`config.mk`:
```
export PLATFORM = sky130hd
export DESIGN_NAME = signcode_exec_unit
export DESIGN_NICKNAME = d
export VERILOG_FILES = /design/src/rtl/signcode_pkg.sv /design/src/rtl/signcode_alu.sv /design/src/rtl/signcode_classify.sv /design/src/rtl/signcode_regfile.sv /design/src/rtl/signcode_exec_unit.sv
export SDC_FILE = /design/constraint.sdc
export NUM_CORES = 2
export LEC_CHECK = 0
export ABC_CLOCK_PERIOD_IN_PS = 19340
export BUFFER_PORTS_ARGS = -buffer_cell sky130_fd_sc_hd__buf_4
export CORE_ASPECT_RATIO = 0.8
export CORE_MARGIN = 2
export CORE_UTILIZATION = 61
export DETAILED_ROUTE_END_ITERATION = 8
export PLACE_DENSITY_LB_ADDON = 0.1
export SYNTH_ARGS = -nofsm -noshare
export SYNTH_HDL_FRONTEND = slang
export SYNTH_SLANG_ARGS = --single-unit
```
`constraint.sdc`:
```
create_clock -name clk -period 19.34 [get_ports clk]
set_input_delay 0.967 -clock clk [delete_from_list [all_inputs] [get_ports clk]]
set_output_delay 0.967 -clock clk [all_outputs]
set_load 0.01 [all_outputs]
```
`src/rtl/signcode_pkg.sv`:
```
package signcode_pkg;
    localparam int DATA_W = 32;
    localparam int REG_N  = 32;
    localparam int IDX_W  = $clog2(REG_N);
    localparam int OP_W   = 3;
    localparam int CODE_W = 2;

    localparam logic [OP_W-1:0] OP_AND = 3'b000;
    localparam logic [OP_W-1:0] OP_OR  = 3'b001;
    localparam logic [OP_W-1:0] OP_ADD = 3'b100;
    localparam logic [OP_W-1:0] OP_SUB = 3'b101;
    localparam logic [OP_W-1:0] OP_XOR = 3'b110;

    localparam logic [CODE_W-1:0] CODE_ZERO = 2'd1;
    localparam logic [CODE_W-1:0] CODE_NEG  = 2'd2;
    localparam logic [CODE_W-1:0] CODE_POS  = 2'd3;
endpackage

```
`src/rtl/signcode_alu.sv`:
```
module signcode_alu
    import signcode_pkg::*;
#(
    parameter int WIDTH = DATA_W
) (
    input  logic [OP_W-1:0]  op_sel,
    input  logic [WIDTH-1:0] lhs,
    input  logic [WIDTH-1:0] rhs,
    output logic [WIDTH-1:0] res
);
    always_comb begin
        unique case (op_sel)
            OP_AND:  res = lhs & rhs;
            OP_OR:   res = lhs | rhs;
            OP_ADD:  res = lhs + rhs;
            OP_SUB:  res = lhs - rhs;
            OP_XOR:  res = lhs ^ rhs;
            default: res = '0;
        endcase
    end
endmodule

```
`src/rtl/signcode_classify.sv`:
```
module signcode_classify
    import signcode_pkg::*;
#(
    parameter int WIDTH = DATA_W
) (
    input  logic [WIDTH-1:0]  value,
    output logic [CODE_W-1:0] code
);
    localparam logic [WIDTH-1:0] REF = '0;

    logic sign_v, sign_r, is_eq, is_lt;

    // Two's-complement compare: differing sign bits decide directly,
    // equal sign bits reduce to an unsigned compare.
    always_comb begin
        sign_v = value[WIDTH-1];
        sign_r = REF[WIDTH-1];
        is_eq  = (value == REF);
        if (sign_v != sign_r) is_lt = sign_v;
        else                  is_lt = (value < REF);
        if (is_eq)      code = CODE_ZERO;
        else if (is_lt) code = CODE_NEG;
        else            code = CODE_POS;
    end
endmodule

```
`src/rtl/signcode_regfile.sv`:
```
module signcode_regfile
    import signcode_pkg::*;
#(
    parameter int WIDTH = DATA_W,
    parameter int DEPTH = REG_N,
    localparam int AW   = $clog2(DEPTH)
) (
    input  logic             clk,
    input  logic             rst_n,
    input  logic [AW-1:0]    rd_a_idx,
    input  logic [AW-1:0]    rd_b_idx,
    output logic [WIDTH-1:0] rd_a_data,
    output logic [WIDTH-1:0] rd_b_data,
    input  logic             wr_lo_en,
    input  logic [AW-1:0]    wr_lo_idx,
    input  logic [WIDTH-1:0] wr_lo_data,
    input  logic             wr_hi_en,
    input  logic [AW-1:0]    wr_hi_idx,
    input  logic [WIDTH-1:0] wr_hi_data
);
    typedef struct packed {
        logic [DEPTH-1:0][WIDTH-1:0] regs;
    } rf_state_t;

    rf_state_t rf_d, rf_q;

    // Port "hi" is applied last, so it wins on an index clash.
    always_comb begin
        rf_d = rf_q;
        if (wr_lo_en && (wr_lo_idx != '0)) rf_d.regs[wr_lo_idx] = wr_lo_data;
        if (wr_hi_en && (wr_hi_idx != '0)) rf_d.regs[wr_hi_idx] = wr_hi_data;
        rf_d.regs[0] = '0;
    end

    always_ff @(posedge clk or negedge rst_n) begin
        if (!rst_n) rf_q <= '0;
        else        rf_q <= rf_d;
    end

    assign rd_a_data = (rd_a_idx == '0) ? '0 : rf_q.regs[rd_a_idx];
    assign rd_b_data = (rd_b_idx == '0) ? '0 : rf_q.regs[rd_b_idx];
endmodule

```
`src/rtl/signcode_exec_unit.sv`:
```
module signcode_exec_unit
    import signcode_pkg::*;
(
    input  logic              clk,
    input  logic              rst_n,
    input  logic [IDX_W-1:0]  src_a_idx,
    input  logic [IDX_W-1:0]  src_b_idx,
    input  logic [IDX_W-1:0]  dst_idx,
    input  logic [OP_W-1:0]   op_sel,
    input  logic              res_wr_en,
    input  logic              code_wr_en,
    output logic [DATA_W-1:0] opa_data,
    output logic [DATA_W-1:0] opb_data,
    output logic [DATA_W-1:0] alu_result,
    output logic [CODE_W-1:0] class_code
);
    logic [DATA_W-1:0] code_ext;

    assign code_ext = {{(DATA_W-CODE_W){1'b0}}, class_code};

    signcode_alu #(.WIDTH(DATA_W)) i_alu (
        .op_sel (op_sel),
        .lhs    (opa_data),
        .rhs    (opb_data),
        .res    (alu_result)
    );

    signcode_classify #(.WIDTH(DATA_W)) i_cls (
        .value (alu_result),
        .code  (class_code)
    );

    signcode_regfile #(.WIDTH(DATA_W), .DEPTH(REG_N)) i_rf (
        .clk        (clk),
        .rst_n      (rst_n),
        .rd_a_idx   (src_a_idx),
        .rd_b_idx   (src_b_idx),
        .rd_a_data  (opa_data),
        .rd_b_data  (opb_data),
        .wr_lo_en   (res_wr_en),
        .wr_lo_idx  (src_a_idx),
        .wr_lo_data (alu_result),
        .wr_hi_en   (code_wr_en),
        .wr_hi_idx  (dst_idx),
        .wr_hi_data (code_ext)
    );
endmodule

```
# Word-level counts from Yosys, hierarchy flattened
# Cells that the tools add are included.
classes:
  addsub: 2
  order_cmp: 6
  n_eq_ne: 4
  n_mux: 18
  bitwise_logic: 3
  n_reduce_logical: 10
op_table:
  columns: ["op", "count"]
  rows:
  - ["$bwmux W1024", 2]
  - ["$mux W1024", 2]
  - ["$bmux W32 S5", 2]
  - ["$demux W32 S5", 2]
  - ["$mux W32", 6]
  - ["$pmux W32 S5", 1]
  - ["$add A32 B32 Y32", 1]
  - ["$and A32 B32 Y32", 1]
  - ["$logic_not A32 Y1", 1]
  - ["$lt A32 B1 Y1 const B", 1]
  - ["$or A32 B32 Y32", 1]
  - ["$sub A32 B32 Y32", 1]
  - ["$xor A32 B32 Y32", 1]
  - ["$lt A5 B6 Y1 const B", 3]
  - ["$ge A5 B1 Y1 const B", 2]
  - ["$logic_not A5 Y1", 2]
  - ["$reduce_bool A5 Y1", 2]
  - ["$eq A3 B3 Y1 const B", 3]
  - ["$logic_and A1 B1 Y1", 4]
  - ["$eq A3 B1 Y1 const B", 1]
  - ["$logic_not A3 Y1", 1]
  - ["$mux W1", 2]
  - ["$mux W2", 1]
word_totals:
  register_bits: 992
  output_inout_bits: 98
  wordCells: 74

# Depth between registers and ports, before layout
depth:
  ltp_word: 11
  ltp_mapped: 33
  depth_no_buf: 25

# By module
# From an unflattened synthesis, not the netlist that was laid out.
unflattened:
  hier_cells: 6774
  hier_area_um2: 66684.0
by_module_without_submodules:
  columns: ["mod", "n_inst", "cells_per_inst", "area_per_inst_um2", "seq_area_each_um2"]
  rows:
  - ["signcode_regfile", 1, 6181, 62427.4, 24823.8]
  - ["signcode_alu", 1, 580, 4167.7, 0.0]
  - ["signcode_classify", 1, 12, 85.1, 0.0]
  - ["signcode_exec_unit", 1, 1, 3.8, 0.0]

# Worst setup path before layout
# No wires, ideal clock.
synth_path:
  kind: "input to output"
  from: "input src_a_idx[0]"
  to: "output class_code[1]"
  t_arrival_ps: 7729
  required_ps: 18373
  slack_ps: 10644
  path_stages: 22
  path_buffers: 6
  path_cell_list: "buf_2 -> buf_1 -> clkbuf_1 -> buf_1 -> buf_1 -> mux4_2 -> a211oi_1 -> and4_1 -> inv_1 -> ha_1 -> nand2b_1 -> a211o_1 -> a2111o_1 -> a31oi_1 -> xor2_1 -> a222oi_1 -> nand4_1 -> or4_1 -> or4_1 -> nor3_4 -> buf_4 -> inv_2"
synth_between:
  elab_chain_cells: 7
synth_rtl:
  columns: ["element", "line_no", "rtl"]
  rows:
  - ["start: declaration", "signcode_exec_unit.sv:6", "input logic [IDX_W-1:0] src_a_idx,"]
  - ["$bmux W32 S5", "signcode_regfile.sv:40", "assign rd_a_data = (rd_a_idx == '0) ? '0 : rf_q.regs[rd_a_idx];"]
  - ["$mux W32 (implied by the code)", "signcode_regfile.sv:40", null]
  - ["$mux W32 (*)", "signcode_regfile.sv:40", null]
  - ["via opa_data[2]", "signcode_exec_unit.sv:12", "output logic [DATA_W-1:0] opa_data,"]
  - ["$sub A32 B32 Y32, or another cell as far along", "signcode_alu.sv:16", "OP_SUB: res = lhs - rhs;"]
  - ["$pmux W32 S5 (*)", "signcode_alu.sv:12", "unique case (op_sel)"]
  - ["$logic_not A32 Y1 (*)", "signcode_classify.sv:18", "is_eq = (value == REF);"]
  - ["$mux W2 (*)", "signcode_classify.sv:21", "if (is_eq) code = CODE_ZERO;"]
  - ["end: declaration", "signcode_exec_unit.sv:15", "output logic [CODE_W-1:0] class_code"]
# The timed path passes the listed nets; every way through them passes the cells marked *. The select of a mux whose other input is x is not followed.

# Worst setup path after layout
layout_path:
  from: "input src_b_idx[0]"
  to: "output class_code[1]"
layout_between:
  elab_chain_cells: 7
layout_rtl:
  columns: ["element", "line_no", "rtl"]
  rows:
  - ["start: declaration", "signcode_exec_unit.sv:7", "input logic [IDX_W-1:0] src_b_idx,"]
  - ["$bmux W32 S5", "signcode_regfile.sv:41", "assign rd_b_data = (rd_b_idx == '0) ? '0 : rf_q.regs[rd_b_idx];"]
  - ["$mux W32 (implied by the code)", "signcode_regfile.sv:41", null]
  - ["$mux W32 (*)", "signcode_regfile.sv:41", null]
  - ["$sub A32 B32 Y32, or another cell as far along", "signcode_alu.sv:16", null]
  - ["$pmux W32 S5 (*)", "signcode_alu.sv:12", null]
  - ["$logic_not A32 Y1 (*)", "signcode_classify.sv:18", null]
  - ["$mux W2 (*)", "signcode_classify.sv:21", null]
# Every way passes the cells marked *; elsewhere a longest branch is shown, timed or not. The select of a mux whose other input is x is not followed.

==> results.txt <==
register area share after synthesis: 0.423
peak ir drop on the vdd network: 0.0000862 V
DPL Wire Length: 135000 um
met2 wire length: 93700 um
fin crit share: 0.646
Synth-to-Final Area Change: 9.62%
top cells by area, synth: dfrtp_1 42%, mux4_2 16%, a211oi_1 12%
required time of the critical path: 18.37 ns
CTS tree: done
DR pass1 iterations: 9
synthesized cell area: 58700 sq um
pin count of the biggest net entering global routing: 184
maxcap violations: 0
# port buffers: 119
Final nets: 5518
Cell variety after synth: 76
Largest register FFs: 992
DR WL/cell: 34.2 um
Ports: 120
ys async rst share: 1.00
Fill cells: 7286
CP top delay family: compound AO/OA/AOI/OAI gates
routability congestion estimate: 0.951
crit path DAT: 11.53 ns
H-tree levels: 3
register area: 24800 sq um
critical path class: input port to output port
final worst setup slack: 6.85 ns
syn_area_per_cell: 10.4 sq um
CTS buffer count: 101
cell count after synthesis: 5631
gr usage total: 0.472
drt drc: 0
startpoint types: input port
Clk pwr share: 0.275
vias per inst: 7.51
Critical-path top delay cell: o21ai_0
internal power: 5.05 mW
FMAX: 80.0 MHz
Post-synth EDFFs: 0
clk root buf: clkbuf_16
via count: 50800
Least-Margin Pin Slew: 1.28 ns
first-pass GRT wire length: 339000 um
worst hold path type: input port to asynchronous set/reset pin
post-CTS setup buffer count: 0
Clock Skew: 0.0344 ns
synthesis-stage register bit count: 992
Buf+Inv Stages, Crit Path: 9
switching power: 2.79 mW
initial antenna violation count: 2
# setup viols final: 0
Max Root-Sink Buffers: 3
most frequent cell after synthesis: nor2_1
Mapped Nets: 5748
Iteration-0 DRC Markers: 7623
DR top layer: met5
commonest cells in the netlist: 1039 x nor2_1, 992 x dfrtp_1, 933 x a211oi_1
Synth top area share: 0.423
Tmin final: 12.49 ns
Regs by FF count: i_rf.rf_q (992)
final core occ: 0.677
worst-path maximum fanout: 61
CP most frequent cell: buf_4
Slew headroom: 0.139
Overflow after GRT: 0
Net Sw Frac: 0.356
# resized after CTS: 0
Row Count: 101
die area: 98800 sq um
number of global-route vias before repair: 48900
max-slew violations: 0
Initial Util: 0.617
status: finished clean
yosys warns: 0
Leak: 25.3 nW
Comb power frac: 0.336
Top reg by flops: i_rf.rf_q
CTS clk-pin slew, worst paths: 0.06 ns
Power Density: 122 nW/um^2
area of the multi-input gates: 31600 sq um
Worst Setup End Kind: output port
Setup TNS Final: 0 ns
Detailed Route WL: 231000 um
max incr delay on CP: 0.81 ns
core area: 95200 sq um
share of cells above drive strength 1: 0.192
Top FF cell, synth: dfrtp_1
Fin. Hold Viols: 0
Yosys top cell by area: dfrtp_1
Post-CTS Hold Fix Bufs: 0
sum of routed wire segments on met1: 82200 um
Skew-Pair Late Insertion Delay: 0.73 ns
final antenna-violating net count: 0
met3 WL: 33500 um
CTS Sinks: 992
Flop pwr share: 0.389
Die Width: 351 um
RSZ-0062 raised after global routing: false
dpl ws: 7.13 ns
die height: 282 um
final timing paths:
check	start	endpoint	slack, ns	cells past startpoint
max	src_b_idx[0]	class_code[1]	6.85	29
min	rst_n	i_rf.rf_q[838]$_DFF_PN0_	0.29	1
max reg2reg	i_rf.rf_q[805]$_DFF_PN0_	i_rf.rf_q[161]$_DFF_PN0_	10.07	26
min reg2reg	i_rf.rf_q[495]$_DFF_PN0_	i_rf.rf_q[495]$_DFF_PN0_	0.58	2
max in group asynchronous	rst_n	i_rf.rf_q[320]$_DFF_PN0_	15.97	4
min in group clk	i_rf.rf_q[495]$_DFF_PN0_	i_rf.rf_q[495]$_DFF_PN0_	0.58	2
layout by cell type (no fill, tap or decap), types with 116 or more instances in the layout:
| master | synthesis | routed |
|---|---|---|
| a211oi_1 | 933 | 933 |
| dfrtp_1 | 992 | 992 |
| inv_1 | 121 | 120 |
| nand2_1 | 277 | 277 |
| nor2_1 | 1039 | 979 |
| a21oi_1 | 118 | 116 |
| buf_4 | 16 | 273 |
| o21ai_0 | 153 | 153 |
| mux4_2 | 415 | 415 |
| mux2i_1 | 120 | 120 |
routing by layer:
metal	up-vias	GRT usage
li1	20700	-
met1	25000	0.632
met2	4173	0.642
met4	2	0.362
met3	950	0.149
met5	-	0
logic make-up (layout without fill, tap and decap cells):
kind of cell    after synthesis  in the layout  share of synthesized area
flops                       992            992                      0.423
buf+inv                     745            596                     0.0503
xor+xnor                     42             42                    0.00626
mux                         610            610                      0.194
fa+ha+maj                    95             95                     0.0204
simple gates               1545           1545                      0.110
other cells                   0              1                          0
compound gates             1602           1602                      0.196
power groups by stage:
stage / sequential [mW] / combinational [mW] / clock, mW
global placement: 3.04 / 2.51 / 0
detailed placement: 3.06 / 2.56 / 0
finish: 3.05 / 2.63 / 2.15
CTS: 3.03 / 2.58 / 2.15
floorplan: 2.91 / 1.81 / 0
global route: 3.11 / 2.81 / 2.24
stage by stage:
stage               instance area, sq um  total power [mW]  cells  hold WS (ns)
detailed placement                 60800              5.62   6585         0.563
global route                       64400              8.16   6769         0.372
floorplan                          58700              4.72   5631         0.516
global placement                   60800              5.55   6585         0.548
finish                             64400              7.84   6770         0.289
CTS                                64400              7.76   6769         0.358
worst reg2reg max path: stages, from the launching register on:
cell	delay, ns
dfrtp_1	0.42
mux4_2	0.48
a22o_1	0.24
o21ai_0	0.81
o31ai_1	0.39
inv_1	0.22
and4_1	0.31
nand2_1	0.17
nor3b_1	0.75
nand4_1	0.41
o21ai_0	0.36
xnor2_1	0.16
ha_1	0.32
a21o_1	0.21
a21o_1	0.18
a21oi_1	0.20
inv_1	0.05
a2111oi_0	0.44
o21ai_0	0.33
and3_1	0.27
mux2i_1	0.16
o2111a_2	0.25
buf_4	0.58
inv_2	0.30
nor3_4	0.43
buf_4	0.46
mux2i_1	0.17
area by class of cell:
class | instances | area share
Inverter | 125 | 0.00729
Multi-Input combinational cell | 3894 | 0.491
Antenna cell | 1 | 0.0000389
Sequential cell | 992 | 0.385
Timing Repair Buffer | 287 | 0.0356
Clock buffer | 139 | 0.0451
Clock inverter | 45 | 0.0106
Tap cell | 1287 | 0.0250
(Power assumes the default switching activity.)
